### config.mk
export PLATFORM = sky130hd
export DESIGN_NAME = kcs_host_if
export DESIGN_NICKNAME = d
export VERILOG_FILES = /design/src/rtl/kcs_pkg.sv /design/src/rtl/kcs_byte_ram.sv /design/src/rtl/kcs_irq.sv /design/src/rtl/kcs_host_if.sv
export SDC_FILE = /design/constraint.sdc
export NUM_CORES = 1
export LEC_CHECK = 0
export BUFFER_PORTS_ARGS = -buffer_cell sky130_fd_sc_hd__buf_2
export CAP_MARGIN = 20
export CELL_PAD_IN_SITES_DETAIL_PLACEMENT = 1
export CELL_PAD_IN_SITES_GLOBAL_PLACEMENT = 2
export CORE_MARGIN = 3
export CORE_UTILIZATION = 43
export DETAILED_ROUTE_END_ITERATION = 12
export PLACE_DENSITY = 0.73
export SYNTH_ARGS = -nofsm -noshare
export SYNTH_HDL_FRONTEND = slang
export SYNTH_SLANG_ARGS = --single-unit
export TNS_END_PERCENT = 5
### constraint.sdc
create_clock -name clk -period 3.2 [get_ports clk]
set_clock_uncertainty 0.15 [all_clocks]
set_input_delay 0.64 -clock clk [delete_from_list [all_inputs] [get_ports clk]]
set_output_delay 0.64 -clock clk [all_outputs]
set_load 0.05 [all_outputs]
### src/rtl/kcs_pkg.sv
package kcs_pkg;
  typedef enum logic [1:0] {
    KS_IDLE  = 2'd0,
    KS_READ  = 2'd1,
    KS_WRITE = 2'd2,
    KS_ERROR = 2'd3
  } kcs_state_e;

  typedef enum logic [1:0] {
    PH_HOST,
    PH_SEND,
    PH_WAIT,
    PH_COMMIT
  } kcs_phase_e;

  localparam logic [7:0] OP_ABORT  = 8'h60;
  localparam logic [7:0] OP_WSTART = 8'h61;
  localparam logic [7:0] OP_WEND   = 8'h62;
  localparam logic [7:0] OP_RDNEXT = 8'h68;

  localparam logic [7:0] EC_ABORTED = 8'h01;
  localparam logic [7:0] EC_BADOP   = 8'h02;
endpackage

### src/rtl/kcs_byte_ram.sv
module kcs_byte_ram #(
  parameter int DEPTH = 32,
  localparam int AW = (DEPTH > 1) ? $clog2(DEPTH) : 1
) (
  input  logic          clk,
  input  logic          we,
  input  logic [AW-1:0] waddr,
  input  logic [7:0]    wdata,
  input  logic [AW-1:0] raddr,
  output logic [7:0]    rdata
);
  logic [7:0] mem [DEPTH];

  always_ff @(posedge clk) begin
    if (we) mem[waddr] <= wdata;
  end

  assign rdata = mem[raddr];
endmodule

### src/rtl/kcs_irq.sv
module kcs_irq (
  input  logic clk,
  input  logic rst_n,
  input  logic en,
  input  logic obf_evt,
  input  logic data_rd,
  input  logic stat_rd,
  input  logic atn_evt,
  input  logic atn_off,
  output logic irq
);
  logic obf_pend_q, atn_pend_q;

  always_ff @(posedge clk) begin
    if (!rst_n) begin
      obf_pend_q <= 1'b0;
      atn_pend_q <= 1'b0;
    end else begin
      if (obf_evt && en)  obf_pend_q <= 1'b1;
      else if (data_rd)   obf_pend_q <= 1'b0;

      if (atn_off)             atn_pend_q <= 1'b0;
      else if (atn_evt && en)  atn_pend_q <= 1'b1;
      else if (stat_rd)        atn_pend_q <= 1'b0;
    end
  end

  assign irq = obf_pend_q | atn_pend_q;
endmodule

### src/rtl/kcs_host_if.sv
module kcs_host_if
  import kcs_pkg::*;
#(
  parameter int         CAP      = 32,
  parameter int         TAG_W    = 8,
  parameter int         LEN_W    = 8,
  parameter logic [7:0] TRUNC_CC = 8'hCA
) (
  input  logic             clk,
  input  logic             rst_n,
  input  logic             host_wr,
  input  logic             host_rd,
  input  logic             host_addr,
  input  logic [7:0]       host_wdata,
  output logic [7:0]       host_rdata,
  input  logic             irq_en,
  input  logic             attn_set,
  input  logic             attn_clr,
  output logic             irq,
  output logic             req_valid,
  input  logic             req_ready,
  output logic [7:0]       req_data,
  output logic             req_last,
  output logic [TAG_W-1:0] req_tag,
  output logic [LEN_W-1:0] req_len,
  input  logic             rsp_valid,
  output logic             rsp_ready,
  input  logic [7:0]       rsp_data,
  input  logic             rsp_last,
  input  logic [TAG_W-1:0] rsp_tag
);
  localparam int AW = (CAP > 1) ? $clog2(CAP) : 1;
  localparam int CW = $clog2(CAP + 1);
  localparam logic [LEN_W-1:0] LEN_MAX = '1;
  localparam logic [LEN_W-1:0] CAP_L   = LEN_W'(CAP);

  kcs_state_e       st_q, st_d;
  kcs_phase_e       ph_q, ph_d;
  logic             obf_q, obf_d, ibf_q, ibf_d, cd_q, cd_d, atn_q, atn_d;
  logic             pend_q, pend_d, hcmd_q, hcmd_d, wend_q, wend_d;
  logic [7:0]       hold_q, hold_d, dout_q, dout_d;
  logic [LEN_W-1:0] icnt_q, icnt_d, rcnt_q, rcnt_d;
  logic [CW-1:0]    olen_q, olen_d, opos_q, opos_d;
  logic [AW-1:0]    sidx_q, sidx_d;
  logic [TAG_W-1:0] tag_q, tag_d;

  logic             wr_acc, obf_set;
  logic             rq_we, rs_we;
  logic [AW-1:0]    rs_waddr;
  logic [7:0]       rs_wdata, rs_rdata;
  logic [LEN_W-1:0] stored;
  logic [LEN_W:0]   rtotal;
  logic [7:0]       status_w;

  kcs_byte_ram #(.DEPTH(CAP)) u_reqbuf (
    .clk(clk), .we(rq_we), .waddr(icnt_q[AW-1:0]), .wdata(hold_q),
    .raddr(sidx_q), .rdata(req_data)
  );

  kcs_byte_ram #(.DEPTH(CAP)) u_rspbuf (
    .clk(clk), .we(rs_we), .waddr(rs_waddr), .wdata(rs_wdata),
    .raddr(opos_q[AW-1:0]), .rdata(rs_rdata)
  );

  kcs_irq u_irq (
    .clk(clk), .rst_n(rst_n), .en(irq_en), .obf_evt(obf_set),
    .data_rd(host_rd && !host_addr), .stat_rd(host_rd && host_addr),
    .atn_evt(attn_set), .atn_off(attn_clr), .irq(irq)
  );

  assign status_w   = {st_q, 2'b00, cd_q, atn_q, ibf_q, obf_q};
  assign host_rdata = host_addr ? status_w : dout_q;
  assign wr_acc     = host_wr && !ibf_q;
  assign stored     = (icnt_q < CAP_L) ? icnt_q : CAP_L;
  assign req_valid  = (ph_q == PH_SEND);
  assign req_last   = (LEN_W'(sidx_q) == stored - 1'b1);
  assign req_tag    = tag_q;
  assign req_len    = icnt_q;
  assign rsp_ready  = (ph_q != PH_COMMIT);
  assign rtotal     = {1'b0, rcnt_q} + 1'b1;

  always_comb begin
    st_d = st_q;   ph_d = ph_q;   obf_d = obf_q; ibf_d = ibf_q;
    cd_d = cd_q;   atn_d = atn_q; pend_d = pend_q; hcmd_d = hcmd_q;
    wend_d = wend_q; hold_d = hold_q; dout_d = dout_q;
    icnt_d = icnt_q; rcnt_d = rcnt_q; olen_d = olen_q; opos_d = opos_q;
    sidx_d = sidx_q; tag_d = tag_q;
    obf_set = 1'b0; rq_we = 1'b0; rs_we = 1'b0;
    rs_waddr = '0;  rs_wdata = EC_BADOP;

    if (attn_clr)      atn_d = 1'b0;
    else if (attn_set) atn_d = 1'b1;

    if (host_rd && !host_addr) obf_d = 1'b0;

    if (wr_acc) begin
      hold_d = host_wdata;
      hcmd_d = host_addr;
      cd_d   = host_addr;
      ibf_d  = 1'b1;
      pend_d = 1'b1;
    end

    unique case (ph_q)
      PH_HOST: if (pend_q) begin
        pend_d = 1'b0;
        ibf_d  = 1'b0;
        if (hcmd_q && hold_q == OP_ABORT) begin
          if (st_q != KS_ERROR) begin
            tag_d = tag_q + 1'b1;
            rs_we = 1'b1; rs_wdata = EC_ABORTED;
            olen_d = CW'(1); opos_d = '0;
            st_d = KS_ERROR;
            obf_set = 1'b1;
          end
        end else begin
          unique case (st_q)
            KS_IDLE: if (hcmd_q) begin
              if (hold_q == OP_WSTART) begin
                st_d = KS_WRITE; icnt_d = '0; wend_d = 1'b0; obf_set = 1'b1;
              end else begin
                rs_we = 1'b1; olen_d = CW'(1); opos_d = '0; st_d = KS_ERROR;
              end
            end
            KS_WRITE: begin
              if (!hcmd_q) begin
                rq_we  = (icnt_q < CAP_L);
                icnt_d = (icnt_q == LEN_MAX) ? icnt_q : icnt_q + 1'b1;
                if (wend_q) begin
                  ph_d = PH_SEND; sidx_d = '0; ibf_d = 1'b1; wend_d = 1'b0;
                end else begin
                  obf_set = 1'b1;
                end
              end else if (hold_q == OP_WEND && !wend_q) begin
                wend_d = 1'b1; obf_set = 1'b1;
              end else begin
                rs_we = 1'b1; olen_d = CW'(1); opos_d = '0; st_d = KS_ERROR;
                obf_set = 1'b1;
              end
            end
            KS_READ: begin
              if (!hcmd_q && hold_q == OP_RDNEXT) begin
                obf_set = 1'b1;
                if (opos_q >= olen_q) begin
                  st_d = KS_IDLE;
                end else begin
                  dout_d = rs_rdata; opos_d = opos_q + 1'b1;
                end
              end else begin
                rs_we = 1'b1; olen_d = CW'(1); opos_d = '0; st_d = KS_ERROR;
                obf_set = 1'b1;
              end
            end
            default: begin
              if (!hcmd_q) begin
                obf_set = 1'b1;
                if (opos_q >= olen_q) begin
                  st_d = KS_IDLE;
                end else begin
                  st_d = KS_READ; dout_d = rs_rdata; opos_d = opos_q + 1'b1;
                end
              end else begin
                rs_we = 1'b1; olen_d = CW'(1); opos_d = '0; st_d = KS_ERROR;
              end
            end
          endcase
        end
      end
      PH_SEND: if (req_ready) begin
        if (req_last) begin
          ph_d = PH_WAIT; opos_d = '0; rcnt_d = '0;
        end else begin
          sidx_d = sidx_q + 1'b1;
        end
      end
      PH_WAIT: if (rsp_valid && rsp_tag == tag_q) begin
        if (rcnt_q < CAP_L) begin
          rs_we = 1'b1; rs_waddr = rcnt_q[AW-1:0]; rs_wdata = rsp_data;
        end
        rcnt_d = (rcnt_q == LEN_MAX) ? rcnt_q : rcnt_q + 1'b1;
        if (rsp_last) begin
          ph_d = PH_COMMIT;
          if (rtotal > (LEN_W+1)'(CAP)) begin
            olen_d = CW'(3);
            rs_we = 1'b1; rs_waddr = AW'(2); rs_wdata = TRUNC_CC;
          end else begin
            olen_d = CW'(rtotal);
          end
        end
      end
      default: begin
        tag_d = tag_q + 1'b1;
        st_d = KS_READ;
        dout_d = rs_rdata;
        opos_d = CW'(1);
        obf_set = 1'b1;
        ibf_d = 1'b0;
        ph_d = PH_HOST;
      end
    endcase

    if (obf_set) obf_d = 1'b1;
  end

  always_ff @(posedge clk) begin
    if (!rst_n) begin
      st_q <= KS_IDLE; ph_q <= PH_HOST;
      obf_q <= 1'b0; ibf_q <= 1'b0; cd_q <= 1'b0; atn_q <= 1'b0;
      pend_q <= 1'b0; hcmd_q <= 1'b0; wend_q <= 1'b0;
      hold_q <= '0; dout_q <= '0; icnt_q <= '0; rcnt_q <= '0;
      olen_q <= '0; opos_q <= '0; sidx_q <= '0; tag_q <= '0;
    end else begin
      st_q <= st_d; ph_q <= ph_d;
      obf_q <= obf_d; ibf_q <= ibf_d; cd_q <= cd_d; atn_q <= atn_d;
      pend_q <= pend_d; hcmd_q <= hcmd_d; wend_q <= wend_d;
      hold_q <= hold_d; dout_q <= dout_d; icnt_q <= icnt_d; rcnt_q <= rcnt_d;
      olen_q <= olen_d; opos_q <= opos_d; sidx_q <= sidx_d; tag_q <= tag_d;
    end
  end
endmodule

==> reports/metrics.csv, run 1 <==
metric;value;unit
path_class;flop to primary output;
max_slew_margin;47.7;%
die_w;244;um
worstSetupEndpointType;primary output;
firstDrtPassIters;5;
yosysTopAreaCell;edfxtp_1;
num_vias;13500;
layout_setup_ws;-0.439;ns
die_h;244;um
ctsHtreeMaxLevel;2;
crit_top_cell;mux4_2;
cts_tree;yes;
drt_iter0_markers;1175;
synth_warnings;0;
dieArea;59500;um2
drive_gt1_share;32.1;%
grt_max_degree;65;
cpPeakStageDelay;0.54;ns
synth-edff-count;512;
hold_buffers;0;
worstMarginPinSlew;0.784;ns
worstPathArrival;2.85;ns
cap_violations;0;
worstReg2RegEnd;rcnt_q[5]$_SDFFE_PN0P_;
syn_avg_cell_area;17.6;um2
failed_checks;setup timing;
hold_viol_final;0;
post_drt_wl_per_cell;26.1;um
synth_common_cells;edfxtp_1, mux4_2, nor2_1, dfxtp_1, nand2_1;
design.core.area;55500;um2
grt_usage;21.3;%
ys_ff_latch;591;
clk_latency;0.62;ns
overflow;0;
synthToLayoutAreaGrowth;18.7;%
rsz0062_at_grt;true;
synth_cell_types;70;
pre_cts_ws;-0.0660;ns
syn_nets;1440;
cpMaxStageDelayCell;mux4_2;
synth_area_leaders;edfxtp_1, mux4_2, dfxtp_1;
cp.required;2.41;ns
nets;1638;
path_clk_slew;0.06;ns
power.leakage;8.70;nW
vias_per_cell;5.67;
worst_hold_path_type;input port to flop;
num_rows;86;
grt_pass1_wl;94.7;mm
place.detailed.hpwl;41.1;mm
fmax;275;MHz
ys.flop_type;edfxtp_1;
detail-route-antenna-nets;0;
rrSetupSlack;0.11;ns
synth_area;24300;um2
synthArstFlopShare;0;%
start_kind;flop;
cts_buffers;59;
yosysSeqAreaShare;69.7;%
reg2reg_depth;11;
crit_end;req_data[1];
r2r_start;req_len[6]$_SDFFE_PN0P_;
finalWirelength;62.2;mm
netlist_instances;1384;
grt_pass1_vias;14400;
port_buffers;70;
vdd_drop_max;427;uV
clockBufferDepth;3;
slew_violations;0;
gp_congestion;0.811;
num_io_pins;71;
start_util;43.8;%
antenna_found_initial;2;
clockRootBuffer;clkbuf_16;
synth.most_common_cell;edfxtp_1;
status;complete, but fails checks;
drc_errors;0;
cts.sinks;591;
yosysTopAreaCellShare;63.2;%
crit_path_max_fanout;6;
timing.final.crit_share;114;%
power;0.0155;W
crit_chain;buf_4 -> buf_12 -> mux4_2 -> mux4_2 -> mux2_4 -> buf_8;
power_density;537;nW/um2
min_period;3.64;ns
finalSetupViolCount;9;
## repair_timing
| action | 4_1_cts | 5_1_grt |
|---|---|---|
| pin swaps | 0 | 1 |
| setup buffers | 10 | 1 |
| resized for setup | 43 | 12 |
| cloned | 4 | 0 |
| setup endpoints to repair | 24 | 106 |
## cell type report
cell class	instances	area (um2)
sequential	591	17000
clock buffer	74	1550
inverter	26	97.6
clock inverter	35	364
multi-input combinational	689	7100
fill	5185	26700
antenna	1	2.50
timing repair buffer	215	1830
tap	748	936
## layout by cell type, fill, tap and decap left out, drive strengths merged, types with 4 or more instances in the layout
cell     count
or2          5
dfxtp       79
or3         12
xnor2       23
clkinv      25
mux4       160
or4          8
a2111oi      4
o41ai        8
o311ai       6
nand2       68
nor2       100
nand4       10
buf        215
nor3        31
o21ai       22
clkbuf      74
bufinv       6
a21oi       40
o22ai        6
nor4         6
o21bai       4
inv         27
and3        12
ha          21
xor2         5
mux2i       10
nand2b      10
mux2        22
and2         6
nor2b        6
edfxtp     512
a211o        5
a211oi       5
nand3       20
## critical path, delay by kind of cell (launching register included)
family	cells	cell delay [ns]
buffers and inverters	3	0.43
flip-flops	1	0.40
multiplexers	3	1.38
## sequential cells by signal (all words and copies together), names as in the netlist, 2 cells and up, named ones only
name	cells
u_reqbuf.mem	256
u_rspbuf.mem	256
dout_q	8
hold_q	8
rcnt_q	8
req_len	8
req_tag	8
olen_q	6
opos_q	6
sidx_q	5
ph_q	2
st_q	2
## how the worst min path moves through the flow
stage                             startpoint                             to  slack [ns]  cells after the start
3_3_place_gp   u_irq.obf_pend_q$_SDFFE_PN0P_  u_irq.obf_pend_q$_SDFFE_PN0P_        0.29                      2
6_report                            attn_set             atn_q$_SDFFE_PP0P_        0.10                      3
4_1_cts                        host_wdata[2]         hold_q[2]$_SDFFE_PN0P_        0.07                      3
2_1_floorplan  u_irq.obf_pend_q$_SDFFE_PN0P_  u_irq.obf_pend_q$_SDFFE_PN0P_        0.28                      2
5_1_grt                        host_wdata[2]         hold_q[2]$_SDFFE_PN0P_        0.09                      3
3_5_place_dp          olen_q[4]$_SDFFE_PN0P_         olen_q[4]$_SDFFE_PN0P_        0.30                      1
## per-stage QoR
stage               hold slack (ns)  instance area, um2  std cells  setup TNS, ns  util (%)
detailed placement            0.299               26500       2254         -0.344      47.8
global route                 0.0869               28900       2378          -4.64      52.0
CTS                          0.0654               28800       2376          -4.04      51.9
floorplan                     0.282               24400       1384          -8.18         -
global placement              0.289               26500       2254              0      47.8
finish                        0.100               28900       2379          -3.67      52.0
## power breakdown
part | leakage (nW) | total, W | internal (W) | switching, W
Combinational | 3.01 | 0.000289 | 0.0000845 | 0.000204
Sequential | 4.76 | 0.00835 | 0.00833 | 0.0000207
Clock | 0.933 | 0.00685 | 0.00393 | 0.00292
Total | 8.70 | 0.0155 | 0.0123 | 0.00315
## layer usage
metal | global-route usage (%) | share of wire (%) | up-vias | wire length (um)
li1 | - | - | 5947 | -
met1 | 29.3 | 43 | 7104 | 26800
met2 | 35.0 | 49 | 336 | 30600
met3 | 3.52 | 4.6 | 102 | 2880
met4 | 6.52 | 3.0 | 0 | 1900
met5 | 0 | 0 | - | 0
## cell families (layout without fill, tap and decap cells)
family	count (synthesis)	after routing	share of synthesized area [%]
buffers and inverters	104	350	1.63
flip-flops	591	591	69.7
XOR/XNOR	28	28	1.01
AND/OR/NAND/NOR	307	307	6.11
multiplexers	192	192	16.2
other	0	1	0
AO/OA/AOI/OAI	141	141	4.21
adder cells (fa/ha/maj)	21	21	1.08
(Power assumes the default switching activity.)
==> inputs of run 2 (changes only) <==
--- a/config.mk
+++ b/config.mk
@@ -12,7 +12,7 @@
 export CORE_MARGIN = 3
 export CORE_UTILIZATION = 43
 export DETAILED_ROUTE_END_ITERATION = 12
-export PLACE_DENSITY = 0.73
+export PLACE_DENSITY_LB_ADDON = 0.08
 export SYNTH_ARGS = -nofsm -noshare
 export SYNTH_HDL_FRONTEND = slang
 export SYNTH_SLANG_ARGS = --single-unit
==> run 2 against run 1 <==
The run still ends with setup timing left. Non-clock buffer count is 12 higher. Via count is 0.46% lower. Routed wire length is 0.79% lower. Critical path depth stayed put. Largest power group unchanged. Highest routed layer unchanged.
==> reports/metrics.csv, run 2 (same netlist as run 1, synthesis figures left out) <==
metric;value;unit
num_io_pins;71;
diodes;0;
clk_latency;0.61;ns
path_clk_slew;0.06;ns
worstSetupEndpointType;primary output;
drt_iter0_markers;879;
gp_congestion;0.782;
final_cell_mix;edfxtp_1, mux4_2, buf_4, nor2_1, dfxtp_1;
cts.sinks;591;
overflow;0;
ctsHtreeMaxLevel;2;
min_period;3.63;ns
worstPathArrival;2.84;ns
worstMarginPinSlew;1.01;ns
grt_max_degree;52;
fin_setup_tns;-3.55;ns
fmax;276;MHz
cts_tree;yes;
synthToLayoutAreaGrowth;19.5;%
path_class;flop to primary output;
design.core.area;55500;um2
whs_path_depth;3;
cts_buffers;61;
vias_per_cell;5.60;
place.detailed.hpwl;41.2;mm
max_slew_margin;32.7;%
rsz0062_at_grt;true;
cp.required;2.41;ns
dieArea;59500;um2
detail-route-antenna-nets;0;
power.leakage;8.81;nW
drive_gt1_share;32.9;%
finalWirelength;61.7;mm
nets;1652;
antenna_found_initial;0;
num_vias;13400;
die_h;244;um
finalSetupViolCount;9;
num_rows;86;
grt_pass1_vias;14600;
slew_violations;0;
vdd_drop_max;475;uV
hold_viol_final;0;
grt_usage;21.1;%
layout_setup_ws;-0.425;ns
post_drt_wl_per_cell;25.8;um
drc_errors;0;
firstDrtPassIters;5;
grt_pass1_wl;94.0;mm
clockBufferDepth;3;
final_common_cell;edfxtp_1;
start_util;43.8;%
failed_checks;setup timing;
worst_hold_path_type;input port to flop;
start_kind;flop;
fill_cells;5216;
reg_top3;u_reqbuf.mem: 256 flops, u_rspbuf.mem: 256 flops;
power_density;548;nW/um2
pre_cts_ws;0.0616;ns
status;complete, but fails checks;
timing.final.crit_share;113;%
cap_violations;0;
crit_path_max_fanout;8;
die_w;244;um
clockRootBuffer;clkbuf_16;
reg2reg_depth;11;
fin_hold_ws;0.117;ns
port_buffers;70;
run 2: cell types whose count changed in the layout (fill, tap and decap cells not counted), sizes merged:
cell      before  now
clkinv        25   27
clkbuf        74   73
diode          1    0
buf          215  225
bufbuf         0    1
clkinvlp       3    6
bufinv         6    9
run 2: layout make-up:
| cell class | instances | area, um2 | share of cell area, % |
|---|---|---|---|
| clock buffer | 72 | 1620 | 5.57 |
| clock inverter | 43 | 454 | 1.56 |
| inverter | 26 | 97.6 | 0.336 |
| multi-input combinational | 689 | 7100 | 24.4 |
| sequential | 591 | 17000 | 58.4 |
| tap | 748 | 936 | 3.22 |
| timing repair buffer | 227 | 1880 | 6.45 |
run 2: final timing paths:
check | startpoint | end | slack (ns)
setup / recovery | flop | req_data[4] | -0.43
hold / removal | host_wdata[3] | hold_q[3]$_SDFFE_PN0P_ | 0.12
setup reg to reg | req_len[5]$_SDFFE_PN0P_ | rcnt_q[5]$_SDFFE_PN0P_ | 0.09
hold reg to reg | obf_q$_SDFFE_PN0P_ | obf_q$_SDFFE_PN0P_ | 0.31
run 2: per-layer routing:
layer	track usage [%]	part of all wire (%)	vias to the layer above
met1	28.6	44	7076
met5	0	0	-
met4	5.71	2.2	0
met3	2.55	3.4	91
met2	36.2	51	257
li1	-	-	6003
run 2: critical path, stage by stage, from the launching register on:
cell and delay, ns:
dfxtp_4 0.38, buf_12 0.15, buf_12 0.16, mux4_2 0.53, mux4_2 0.52, mux2_4 0.31, buf_6 0.16
run 2: power by group:
part	switching [W]	total, W	leakage (nW)	internal (W)
Combinational	0.000201	0.000287	3.05	0.0000861
Sequential	0.0000204	0.00835	4.76	0.00833
Clock	0.00296	0.00728	1.00	0.00433
run 2: per-stage QoR:
stage,utilization [%],instances,instance area (um2),total power (W)
final,52.3,2396,29100,0.0159
after global routing,52.3,2396,29100,0.0164
after CTS,52.2,2396,29000,0.0161
after detailed placement,48.1,2274,26700,0.00880
after global placement,48.1,2274,26700,0.00879
after floorplan,-,1384,24400,0.00866
run 2: timing repair:
item	CTS	global route
gates resized for setup	26	17
hold buffers	0	0
hold endpoints to repair	0	0
setup buffers	5	0
pin swaps	1	2
setup endpoints to repair	9	70
cloned	2	1
